### src/rtl/burst_seq_pkg.sv
// Package: shared length-code encodings for the burst column sequencer.
// Assumes a 3-bit length code; values not listed here are reserved.
package burst_seq_pkg;
    localparam int LEN_CODE_W = 3;

    typedef enum logic [LEN_CODE_W-1:0] {
        BLEN_1    = 3'b000,
        BLEN_2    = 3'b001,
        BLEN_4    = 3'b010,
        BLEN_8    = 3'b011,
        BLEN_PAGE = 3'b111
    } blen_code_e;
endpackage

### src/rtl/burst_len_decode.sv
// Module: turns a length code and ordering bit into a low-bit wrap mask,
// a full-page flag and a reserved-code flag.
// Assumes COL_W >= 3. Reserved codes decode as a single beat (mask 0).
module burst_len_decode
    import burst_seq_pkg::*;
#(
    parameter int COL_W = 8
) (
    input  logic [LEN_CODE_W-1:0] code_i,
    input  logic                  ilv_i,
    output logic [COL_W-1:0]      mask_o,
    output logic                  full_o,
    output logic                  rsvd_o
);
    localparam logic [COL_W-1:0] ALL_ONES = {COL_W{1'b1}};

    // Purpose: map each code to its mask; flag anything unsupported.
    always_comb begin
        mask_o = '0;
        full_o = 1'b0;
        rsvd_o = 1'b0;
        case (code_i)
            BLEN_1:    mask_o = '0;
            BLEN_2:    mask_o = COL_W'(1);
            BLEN_4:    mask_o = COL_W'(3);
            BLEN_8:    mask_o = COL_W'(7);
            BLEN_PAGE: begin
                if (ilv_i) begin
                    rsvd_o = 1'b1;
                end else begin
                    mask_o = ALL_ONES;
                    full_o = 1'b1;
                end
            end
            default:   rsvd_o = 1'b1;
        endcase
    end
endmodule

### src/rtl/burst_beat_ctr.sv
// Module: beat counter and burst-active state.
// Assumes mask_i/full_i describe the latched burst. Priority is
// start > terminate > advance. A full-page burst never raises last.
module burst_beat_ctr #(
    parameter int COL_W = 8
) (
    input  logic             clk,
    input  logic             rst_n,
    input  logic             start_i,
    input  logic             adv_i,
    input  logic             term_i,
    input  logic [COL_W-1:0] mask_i,
    input  logic             full_i,
    output logic             valid_o,
    output logic [COL_W-1:0] beat_o,
    output logic             last_o
);
    // Purpose: flag the final beat of a fixed-length burst.
    always_comb begin
        last_o = valid_o && !full_i && (beat_o == mask_i);
    end

    // Purpose: track burst activity and the beat index.
    always_ff @(posedge clk) begin
        if (!rst_n) begin
            valid_o <= 1'b0;
            beat_o  <= '0;
        end else if (start_i) begin
            valid_o <= 1'b1;
            beat_o  <= '0;
        end else if (valid_o) begin
            if (term_i) begin
                valid_o <= 1'b0;
            end else if (adv_i) begin
                if (last_o) begin
                    valid_o <= 1'b0;
                end else begin
                    beat_o <= beat_o + 1'b1;
                end
            end
        end
    end
endmodule

### src/rtl/burst_col_gen.sv
// Module: forms the column from start column, beat index and wrap mask.
// Bits under the mask take the linear or XOR offset; others keep the start.
// Assumes ilv_i is already forced to 0 for full-page bursts.
module burst_col_gen #(
    parameter int COL_W = 8
) (
    input  logic [COL_W-1:0] start_i,
    input  logic [COL_W-1:0] beat_i,
    input  logic [COL_W-1:0] mask_i,
    input  logic             ilv_i,
    output logic [COL_W-1:0] col_o
);
    logic [COL_W-1:0] lin_off;
    logic [COL_W-1:0] xor_off;
    logic [COL_W-1:0] sel_off;

    // Purpose: build both candidate offsets and pick by ordering.
    always_comb begin
        lin_off = start_i + beat_i;
        xor_off = start_i ^ beat_i;
        sel_off = ilv_i ? xor_off : lin_off;
    end

    // Per-bit merge: masked bits wrap, unmasked bits stay fixed.
    for (genvar b = 0; b < COL_W; b++) begin : g_bit
        assign col_o[b] = mask_i[b] ? sel_off[b] : start_i[b];
    end
endmodule

### src/rtl/burst_col_seq.sv
// Module: top of the burst column sequencer. It latches the burst setup
// on start and drives the beat counter and the column generator.
// Assumes start_i is a one-cycle strobe; the setup inputs are sampled
// only with it.
module burst_col_seq
    import burst_seq_pkg::*;
#(
    parameter int COL_W = 8
) (
    input  logic                  clk,
    input  logic                  rst_n,
    input  logic                  start_i,
    input  logic                  adv_i,
    input  logic                  term_i,
    input  logic [COL_W-1:0]      col_start_i,
    input  logic [LEN_CODE_W-1:0] len_code_i,
    input  logic                  ilv_i,
    output logic [COL_W-1:0]      col_o,
    output logic                  valid_o,
    output logic                  last_o,
    output logic                  len_err_o
);
    logic [COL_W-1:0]      start_q;
    logic [LEN_CODE_W-1:0] code_q;
    logic                  ilv_q;
    logic [COL_W-1:0]      mask;
    logic                  full;
    logic                  rsvd;
    logic [COL_W-1:0]      beat;

    // Purpose: capture the burst setup when a burst begins.
    always_ff @(posedge clk) begin
        if (!rst_n) begin
            start_q <= '0;
            code_q  <= '0;
            ilv_q   <= 1'b0;
        end else if (start_i) begin
            start_q <= col_start_i;
            code_q  <= len_code_i;
            ilv_q   <= ilv_i;
        end
    end

    burst_len_decode #(.COL_W(COL_W)) u_dec (
        .code_i (code_q),
        .ilv_i  (ilv_q),
        .mask_o (mask),
        .full_o (full),
        .rsvd_o (rsvd)
    );

    burst_beat_ctr #(.COL_W(COL_W)) u_ctr (
        .clk     (clk),
        .rst_n   (rst_n),
        .start_i (start_i),
        .adv_i   (adv_i),
        .term_i  (term_i),
        .mask_i  (mask),
        .full_i  (full),
        .valid_o (valid_o),
        .beat_o  (beat),
        .last_o  (last_o)
    );

    burst_col_gen #(.COL_W(COL_W)) u_gen (
        .start_i (start_q),
        .beat_i  (beat),
        .mask_i  (mask),
        .ilv_i   (ilv_q && !full),
        .col_o   (col_o)
    );

    // Purpose: report a reserved code only while its burst is live.
    always_comb begin
        len_err_o = valid_o && rsvd;
    end
endmodule

### config.mk
export PLATFORM = sky130hd
export DESIGN_NAME = burst_col_seq
export DESIGN_NICKNAME = d
export VERILOG_FILES = /design/src/rtl/burst_seq_pkg.sv /design/src/rtl/burst_len_decode.sv /design/src/rtl/burst_beat_ctr.sv /design/src/rtl/burst_col_gen.sv /design/src/rtl/burst_col_seq.sv
export SDC_FILE = /design/constraint.sdc
export NUM_CORES = 1
export LEC_CHECK = 0
export ABC_AREA = 1
export BUFFER_PORTS_ARGS = -buffer_cell sky130_fd_sc_hd__buf_4
export CORE_MARGIN = 2
export CORE_UTILIZATION = 50
export CTS_CLUSTER_DIAMETER = 200
export DETAILED_ROUTE_END_ITERATION = 7
export GPL_ROUTABILITY_DRIVEN = 0
export GPL_TIMING_DRIVEN = 0
export PLACE_DENSITY = 0.78
export SYNTH_ARGS = -nofsm -noshare
export SYNTH_HDL_FRONTEND = slang
export SYNTH_SLANG_ARGS = --single-unit
### constraint.sdc
create_clock -name clk -period 5 [get_ports clk]
set_clock_uncertainty 0.2 [all_clocks]
set_input_delay 1 -clock clk [delete_from_list [all_inputs] [get_ports clk]]
set_output_delay 1 -clock clk [all_outputs]
set_load 0.01 [all_outputs]
==> results.json, run 1 <==
{
  "fin_crit_ns": 3.39,
  "wl_mm": 2.96,
  "critPathTopFamily": "adder cells",
  "cts_root_buf": "clkbuf_4",
  "required_ns": 3.80,
  "synth_nets": 234,
  "cap_violations": 0,
  "fin_crit_sh_pct": 67.7,
  "tritoncts": "yes",
  "antenna_found_initial": 0,
  "final_net_count": 265,
  "design_area_sq_mm": 0.00167,
  "synth_cell_types": 27,
  "r2r_cells": 10,
  "critPathArrivalTime_ns": 2.19,
  "clkLatencyLatePin_ns": 0.31,
  "power_density_mw_per_mm2": 201,
  "relSlewSlack_pct": 55.9,
  "synthCells": 208,
  "grt_pass1_wl_mm": 5.09,
  "port_buffers": 26,
  "routedWlPerCell_um": 11.0,
  "grt_usage_pct": 19.3,
  "drc_errors": 0,
  "critPathLaunch": "u_ctr.beat_o[0]",
  "chipWidth_um": 57.0,
  "diodes": 0,
  "fmax_mhz": 295,
  "drtIter0Drc": 49,
  "reg2reg_from": "ilv_q",
  "worstMarginPinSlew_ns": 0.658,
  "start_util_pct": 51.9,
  "endpoint": "col_o[4]",
  "grt_pass1_vias": 1230,
  "syn_to_final_growth_pct": 18.8,
  "rsz0062_at_grt": "false",
  "hold_buffers": 0,
  "timing.setup.tns_ns": 0,
  "max_stage_delay_ns": 0.44,
  "r2r_end": "u_ctr.beat_o[1]",
  "power_leakage_uw": 0.000822,
  "drtPass1Iterations": 4,
  "worstHoldPathType": "reg -> reg",
  "irDropWorstVdd_mv": 0.185,
  "hold_viol_final": 0,
  "synth_top_flop_cell": "dfxtp_1",
  "setup_viol": 0,
  "viasPerCell": 5.20,
  "n_fill_cell": 271,
  "drive_gt1_share_pct": 17.2,
  "die_area_sq_mm": 0.00325,
  "cp_num_cells": 8,
  "path_cells": "ha_1 > inv_1 > fa_1 > inv_1 > a31oi_1 > or2_2 > a31oi_1 > buf_4",
  "worstPathMaxFanout": 6,
  "dpl_cell_area_sq_mm": 0.00164,
  "grt_max_degree": 14,
  "synth_edf_count": 0,
  "worstSetupPathType": "reg -> out",
  "mostFrequentLayoutCells": "nand2_1, nor2_1, buf_4",
  "cts_max_path_buffers": 2,
  "overflow": 0,
  "synthesis.area_sq_mm": 0.00141,
  "crit_buf_inv": 3,
  "die_y_um": 57.0,
  "final-max-slew-violation-count": 0,
  "worst_setup_path_start_kind": "register",
  "ff2ff_setup_slack_ns": 3.36,
  "yosysSeqAreaShare_pct": 29.9,
  "ys_warn_count": 0,
  "status": "finished clean",
  "slowest_stage": "dfxtp_1",
  "post_cts_resized": 0,
  "synth-seq-cells": 21,
  "hpwlAfterDp_mm": 2.25,
  "fp.coreArea_sq_mm": 0.00271,
  "path_clk_slew_ns": 0.13,
  "final_common_cell": "nand2_1",
  "cts_buffers": 3,
  "pin_count": 28,
  "htreeDepth": 1,
  "via_count": 1400,
  "clock_sinks": 21,
  "async_flop_share_pct": 0,
  "synth_area_per_cell_sq_um": 6.76,
  "final_antenna_net_count": 0,
  "rows": 19,
  "cts_setup_buffers": 0,
  "cp-end-kind": "primary output"
}
==> logic make-up after synthesis <==
logic type | Yosys count | share of synthesized area [%]
flip-flops | 21 | 29.9
XOR/XNOR | 8 | 4.98
AND/OR/NAND/NOR | 101 | 33.2
multiplexers | 1 | 0.801
buffers and inverters | 27 | 7.21
AO/OA/AOI/OAI | 41 | 15.4
adder cells (fa/ha/maj) | 9 | 8.54
==> worst min-delay path, stage by stage (launching register included) <==
cell and delay (ns):
dfxtp_1 0.32, inv_1 0.07, a21oi_1 0.06
==> layer usage <==
| metal | wire [um] | share of wire, % | vias to the layer above | global-route usage [%] |
|---|---|---|---|---|
| met2 | 1350 | 46 | 31 | 33.2 |
| li1 | - | - | 749 | - |
| met5 | 0 | 0 | - | 0 |
| met3 | 125 | 4.2 | 4 | 2.27 |
| met1 | 1450 | 49 | 616 | 24.9 |
| met4 | 30 | 1.0 | 0 | 6.64 |
==> synth_stat cells, types with 2 or more instances <==
cell      count  area, sq um
ha_1          8          100
o21ai_0      16         80.1
a31oi_1       3         18.8
nand3_1      21          105
inv_1        23         86.3
nand2_4       3         33.8
a21oi_1      18         90.1
clkbuf_1      3         11.3
nor2_1       26         97.6
nand2_1      42          158
xor2_1        5         43.8
nand4_1       2         12.5
dfxtp_1      21          420
or2_2         2         12.5
xnor2_1       3         26.3
==> through the flow <==
step                      power [uW]  std cells  hold slack, ns  worst slack [ns]  utilization [%]
after global placement           253        265           0.262              2.00             60.5
final                            336        269           0.286              1.61             61.6
after global routing             353        269           0.329              1.48             61.6
after floorplan                  225        208           0.251              2.18                -
after CTS                        338        269           0.288              1.64             61.6
after detailed placement         253        265           0.269              2.00             60.5
==> cell type report <==
| cell class | count | area, sq um | share of cell area [%] |
|---|---|---|---|
| inverter | 24 | 90.1 | 5.39 |
| timing repair buffer | 26 | 195 | 11.7 |
| tap | 31 | 38.8 | 2.32 |
| clock inverter | 1 | 7.51 | 0.449 |
| multi-input combinational | 160 | 885 | 53.0 |
| buffer | 3 | 11.3 | 0.674 |
| sequential | 21 | 420 | 25.2 |
| clock buffer | 3 | 22.5 | 1.35 |
==> how the worst min path moves through the flow <==
stage                     slack [ns]         end       start  depth (start not counted)
final                           0.29  start_q[7]  start_q[7]                          2
after global routing            0.33  start_q[7]  start_q[7]                          2
after CTS                       0.29  start_q[7]  start_q[7]                          2
after detailed placement        0.27  start_q[7]  start_q[7]                          2
after global placement          0.26  start_q[7]  start_q[7]                          2
after floorplan                 0.25  start_q[7]  start_q[7]                          2
==> flip-flops by register name, indices dropped and copies added (netlist names) <==
name / count
code_q: 3
ilv_q: 1
start_q: 8
u_ctr.beat_o: 8
u_ctr.valid_o: 1
==> power breakdown <==
group | switching, uW | internal, uW
combinational | 37.4 | 31.5
sequential | 5.90 | 175
clock | 56.1 | 30.6
(Power assumes the default switching activity.)
==> run 2: changes to the inputs <==
--- a/config.mk
+++ b/config.mk
@@ -8,12 +8,12 @@
 export ABC_AREA = 1
 export BUFFER_PORTS_ARGS = -buffer_cell sky130_fd_sc_hd__buf_4
 export CORE_MARGIN = 2
-export CORE_UTILIZATION = 50
+export CORE_UTILIZATION = 49
 export CTS_CLUSTER_DIAMETER = 200
 export DETAILED_ROUTE_END_ITERATION = 7
 export GPL_ROUTABILITY_DRIVEN = 0
 export GPL_TIMING_DRIVEN = 0
-export PLACE_DENSITY = 0.78
+export PLACE_DENSITY = 0.79
 export SYNTH_ARGS = -nofsm -noshare
 export SYNTH_HDL_FRONTEND = slang
 export SYNTH_SLANG_ARGS = --single-unit
==> constraint.sdc (replaced) <==
create_clock -name clk -period 2.9 [get_ports clk]
set_clock_uncertainty 0.2 [all_clocks]
set_input_delay 0.58 -clock clk [delete_from_list [all_inputs] [get_ports clk]]
set_output_delay 0.58 -clock clk [all_outputs]
set_load 0.01 [all_outputs]
==> run 2 against run 1 <==
Net effect: hold slack worse by 0.0068 ns; combinational power up 73%; critical path type unchanged; cell area up 1.4%; first-iteration DRC count down 24%; routed wire length up 1.1%; critical path depth unchanged; largest cell class unchanged; clock power up 73%; setup slack worse by 1.5 ns; register-to-register slack worse by 2.1 ns; sequential power up 72%; critical endpoint unchanged; count of clock-buffer cells in the layout unchanged; highest routed layer unchanged; sequential share of layout area up 0.31 points.
==> results.json, run 2 (synthesized netlist as in run 1, its figures left out) <==
{
  "final-max-slew-violation-count": 0,
  "hpwlAfterDp_mm": 2.31,
  "fp.coreArea_sq_mm": 0.00273,
  "start_util_pct": 51.4,
  "design_area_sq_mm": 0.00169,
  "grt_max_degree": 14,
  "p_switching_uw": 172,
  "grt_pass1_vias": 1309,
  "relSlewSlack_pct": 55.4,
  "antenna_found_initial": 0,
  "power_frac_comb_pct": 20.5,
  "drc_errors": 0,
  "p_clk_share_pct": 25.9,
  "die_area_sq_mm": 0.00331,
  "dpl_cell_area_sq_mm": 0.00164,
  "critPathArrivalTime_ns": 2.02,
  "min_from": "len_code_i[1]",
  "cts_buffers": 3,
  "grt_usage_pct": 20.2,
  "holdWs_ns": 0.280,
  "worstHoldPathType": "in -> reg",
  "fin_crit_sh_pct": 96.4,
  "mostFrequentLayoutCells": "nand2_1, buf_4, nor2_1",
  "syn_to_final_growth_pct": 20.5,
  "diodes": 0,
  "rsz0062_at_grt": "true",
  "power_density_mw_per_mm2": 342,
  "final_util_pct": 62.0,
  "drtIter0Drc": 37,
  "status": "finished clean",
  "worstMarginPinSlew_ns": 0.666,
  "min_path_cells": 3,
  "p_sw_share_pct": 29.7,
  "clkLatencyLatePin_ns": 0.31,
  "seqPwrFrac_pct": 53.6,
  "fin_ws_ns": 0.103,
  "multi_input_area_sq_um": 890,
  "die_y_um": 57.6,
  "tritoncts": "yes",
  "worstPathMaxFanout": 5,
  "pin_count": 28,
  "reg2reg_from": "ilv_q",
  "viasPerCell": 5.15,
  "worstSetupPathType": "reg -> out",
  "dp_slack_ns": 0.300,
  "r2r_end": "u_ctr.beat_o[2]",
  "grt_pass1_wl_mm": 5.40,
  "overflow": 0,
  "drive_gt1_share_pct": 21.3,
  "largestRegisters": "start_q: 8 flops, u_ctr.beat_o: 8 flops, code_q: 3 flops",
  "cap_violations": 0,
  "wl_mm": 2.99,
  "holdPathEnd": "code_q[1]",
  "power_leakage_uw": 0.000829,
  "irDropWorstVdd_mv": 0.248,
  "ff2ff_setup_slack_ns": 1.26,
  "timing.setup.tns_ns": 0,
  "cts_root_buf": "clkbuf_4",
  "htreeDepth": 1,
  "final_net_count": 266,
  "final_common_cell": "nand2_1",
  "worst_setup_path_start_kind": "register",
  "clock_sinks": 21,
  "fin_crit_ns": 2.80,
  "routedWlPerCell_um": 11.1,
  "cts_max_path_buffers": 2,
  "chipWidth_um": 57.6,
  "path_clk_slew_ns": 0.13,
  "cp-end-kind": "primary output",
  "drtPass1Iterations": 4,
  "port_buffers": 26,
  "via_count": 1390,
  "final_antenna_net_count": 0,
  "hold_viol_final": 0,
  "setup_viol": 0,
  "seq_area_sq_um": 432,
  "p_int_uw": 408,
  "n_fill_cell": 269,
  "r2r_cells": 10,
  "required_ns": 2.12,
  "fmax_mhz": 358,
  "rows": 19
}
run 2: worst max-delay path by stage:
stage                    start        to  slack, ns  cells past startpoint
2_1_floorplan  u_ctr.beat_o[0]  col_o[4]       0.50                      7
3_3_place_gp   u_ctr.beat_o[0]  col_o[4]       0.31                      8
3_5_place_dp   u_ctr.beat_o[0]  col_o[4]       0.30                      8
4_1_cts        u_ctr.beat_o[0]  col_o[4]      0.002                      8
5_1_grt        u_ctr.beat_o[0]  col_o[4]     -0.003                      8
6_report       u_ctr.beat_o[0]  col_o[4]       0.10                      8
run 2: stage by stage:
step                      std cells  total power, uW
final                           270              580
after global routing            270              612
after CTS                       269              582
after detailed placement        265              437
after global placement          265              436
after floorplan                 208              388
run 2: layout make-up:
class / instances / share of cell area, %
Buffer: 3 / 0.665
Clock buffer: 3 / 1.33
Clock inverter: 1 / 0.443
Inverter: 24 / 5.32
Multi-Input combinational cell: 160 / 52.5
Sequential cell: 21 / 25.5
Tap cell: 31 / 2.29
Timing Repair Buffer: 27 / 12.0
run 2: power groups by stage:
stage / Combinational [uW] / Clock [uW] / Sequential [uW]
finish: 119 / 150 / 311
detailed placement: 119 / 0 / 318
global placement: 118 / 0 / 318
CTS: 119 / 151 / 311
floorplan: 72.4 / 0 / 315
global route: 136 / 163 / 313
run 2: layer usage:
metal / part of all wire [%] / GRT usage (%) / wire [um]
met5: 0 / 0 / 0
met4: 0.97 / 4.98 / 29
met1: 49 / 28.4 / 1470
met3: 3.4 / 2.72 / 102
met2: 47 / 32.6 / 1390
run 2: timing repair:
action,CTS,global route
gates cloned,0,0
setup buffers,0,1
hold buffers,0,0
endpoints found under the setup margin,2,3
resized for setup,1,10
run 2: critical path, cell delays in order, from the launching register on:
cell and delay (ns):
dfxtp_4 0.39, ha_2 0.19, inv_1 0.06, fa_2 0.34
inv_1 0.08, a31oi_1 0.10, or2_2 0.28, a31oi_1 0.13
buf_4 0.14
==> run 3: changes to the inputs <==
==> constraint.sdc (replaced) <==
create_clock -name clk -period 2.9 [get_ports clk]
set_clock_uncertainty 0.2 [all_clocks]
set_input_delay 0.58 -clock clk [delete_from_list [all_inputs] [get_ports clk]]
set_output_delay 0.58 -clock clk [all_outputs]
set_load 0.1 [all_outputs]
==> run 3 against run 2 <==
Net effect: count of clock-buffer cells in the layout unchanged; largest cell class unchanged; highest routed layer unchanged; critical endpoint is now col_o[6]; via count up 1.3%; combinational power up 88%; total power up 18%.
==> results.json, run 3 (synthesized netlist as in run 1, its figures left out) <==
{
  "power_leakage_uw": 0.000846,
  "fp.coreArea_sq_mm": 0.00273,
  "reg2reg_from": "ilv_q",
  "clkLatencyLatePin_ns": 0.32,
  "final_common_cell": "nand2_1",
  "fin_crit_ns": 2.88,
  "viasPerCell": 5.20,
  "grt_max_degree": 14,
  "worstPathMaxFanout": 3,
  "path_clk_slew_ns": 0.13,
  "final_net_count": 267,
  "required_ns": 2.12,
  "relSlewSlack_pct": 56.0,
  "holdWs_ns": 0.267,
  "min_from": "col_start_i[2]",
  "setup_viol": 0,
  "drtIter0Drc": 65,
  "grt_pass1_vias": 1262,
  "antenna_found_initial": 0,
  "irDropWorstVdd_mv": 0.316,
  "routedWlPerCell_um": 11.7,
  "final_cells": 271,
  "htreeDepth": 1,
  "worstHoldPathType": "in -> reg",
  "die_y_um": 57.6,
  "hold_viol_final": 0,
  "chipWidth_um": 57.6,
  "rsz0062_at_grt": "true",
  "grt_pass1_wl_mm": 5.29,
  "syn_to_final_growth_pct": 32.2,
  "diodes": 0,
  "via_count": 1408,
  "worstMarginPinSlew_ns": 0.657,
  "largestRegisters": "start_q: 8 flops, u_ctr.beat_o: 8 flops, code_q: 3 flops",
  "dp_cells": 265,
  "cts_max_path_buffers": 2,
  "power_density_mw_per_mm2": 369,
  "total_power_uw": 686,
  "pin_count": 28,
  "die_area_sq_mm": 0.00331,
  "worst_setup_path_start_kind": "register",
  "fin_crit_sh_pct": 99.3,
  "grt_usage_pct": 20.3,
  "worstSetupPathType": "reg -> out",
  "drive_gt1_share_pct": 26.7,
  "cts_root_buf": "clkbuf_4",
  "fmax_mhz": 347,
  "final-max-slew-violation-count": 0,
  "cts_buffers": 3,
  "cap_violations": 0,
  "overflow": 0,
  "critPathArrivalTime_ns": 2.10,
  "tritoncts": "yes",
  "final_antenna_net_count": 0,
  "start_util_pct": 51.4,
  "mostFrequentLayoutCells": "nand2_1, nor2_1, buf_4",
  "rows": 19,
  "clock_sinks": 21,
  "critPathLaunch": "start_q[0]",
  "cp-end-kind": "primary output",
  "n_fill_cell": 240,
  "port_buffers": 26,
  "status": "finished clean",
  "wl_mm": 3.17,
  "timing.setup.tns_ns": 0,
  "drtPass1Iterations": 4,
  "drc_errors": 0,
  "hpwlAfterDp_mm": 2.32
}
-- run 3: cell types whose count changed in the layout (fill, tap and decap cells not counted), moves of 3 or more --
cell     change
ha_4         +4
buf_4        -4
ha_1         -3
buf_12       +3
o21ai_0      -3
o21ai_1      +3
a31oi_1      -3
-- run 3: worst paths after layout --
path                                         to  slack, ns  cells past startpoint
worst max-delay path                   col_o[6]       0.02                     11
worst min register to register  u_ctr.beat_o[1]       0.32                      2
worst min-delay path                 start_q[2]       0.27                      3
worst max register to register  u_ctr.beat_o[5]       1.24                      8
-- run 3: cell type report --
class / instances / area (sq um) / area share (%)
Multi-Input combinational cell: 160 / 997 / 53.6
Sequential cell: 21 / 437 / 23.5
Clock inverter: 1 / 7.51 / 0.404
Clock buffer: 3 / 22.5 / 1.21
Inverter: 24 / 90.1 / 4.85
Timing Repair Buffer: 28 / 255 / 13.7
Tap cell: 31 / 38.8 / 2.09
Buffer: 3 / 11.3 / 0.606
-- run 3: worst max-delay path: stages (launching register included) --
cell and delay [ns]:
dfxtp_4 0.39, ha_4 0.13, inv_2 0.04, fa_2 0.37
inv_2 0.07, nand4_1 0.08, nand3_1 0.14, xnor2_1 0.15
nand2_1 0.08, o21ai_1 0.08, inv_1 0.08, buf_12 0.17
-- run 3: through the flow --
stage | util (%) | area, sq um | setup WS (ns)
after global routing | 68.0 | 1860 | -0.0783
after CTS | 63.9 | 1750 | -0.00545
final | 68.0 | 1860 | 0.0201
after floorplan | - | 1440 | -0.388
after detailed placement | 61.2 | 1670 | 0.130
after global placement | 61.2 | 1670 | 0.140
-- run 3: timing repair --
action	in CTS	in global routing
gates resized for setup	13	24
buffers inserted	1	1
hold endpoints to repair	0	0
hold buffers	0	0
pin swaps	0	5
setup endpoints to repair	5	4
-- run 3: routing by layer --
layer | track usage (%) | wire [um] | vias to the layer above
li1 | - | - | 747
met1 | 26.3 | 1480 | 625
met2 | 34.1 | 1510 | 29
met3 | 2.72 | 116 | 7
met4 | 7.97 | 68 | 0
met5 | 0 | 0 | -
-- run 3: power breakdown --
part           switching, uW  total, uW  internal, uW
sequential              12.0        311           299
clock                   97.7        151          52.8
combinational            154        224          70.1
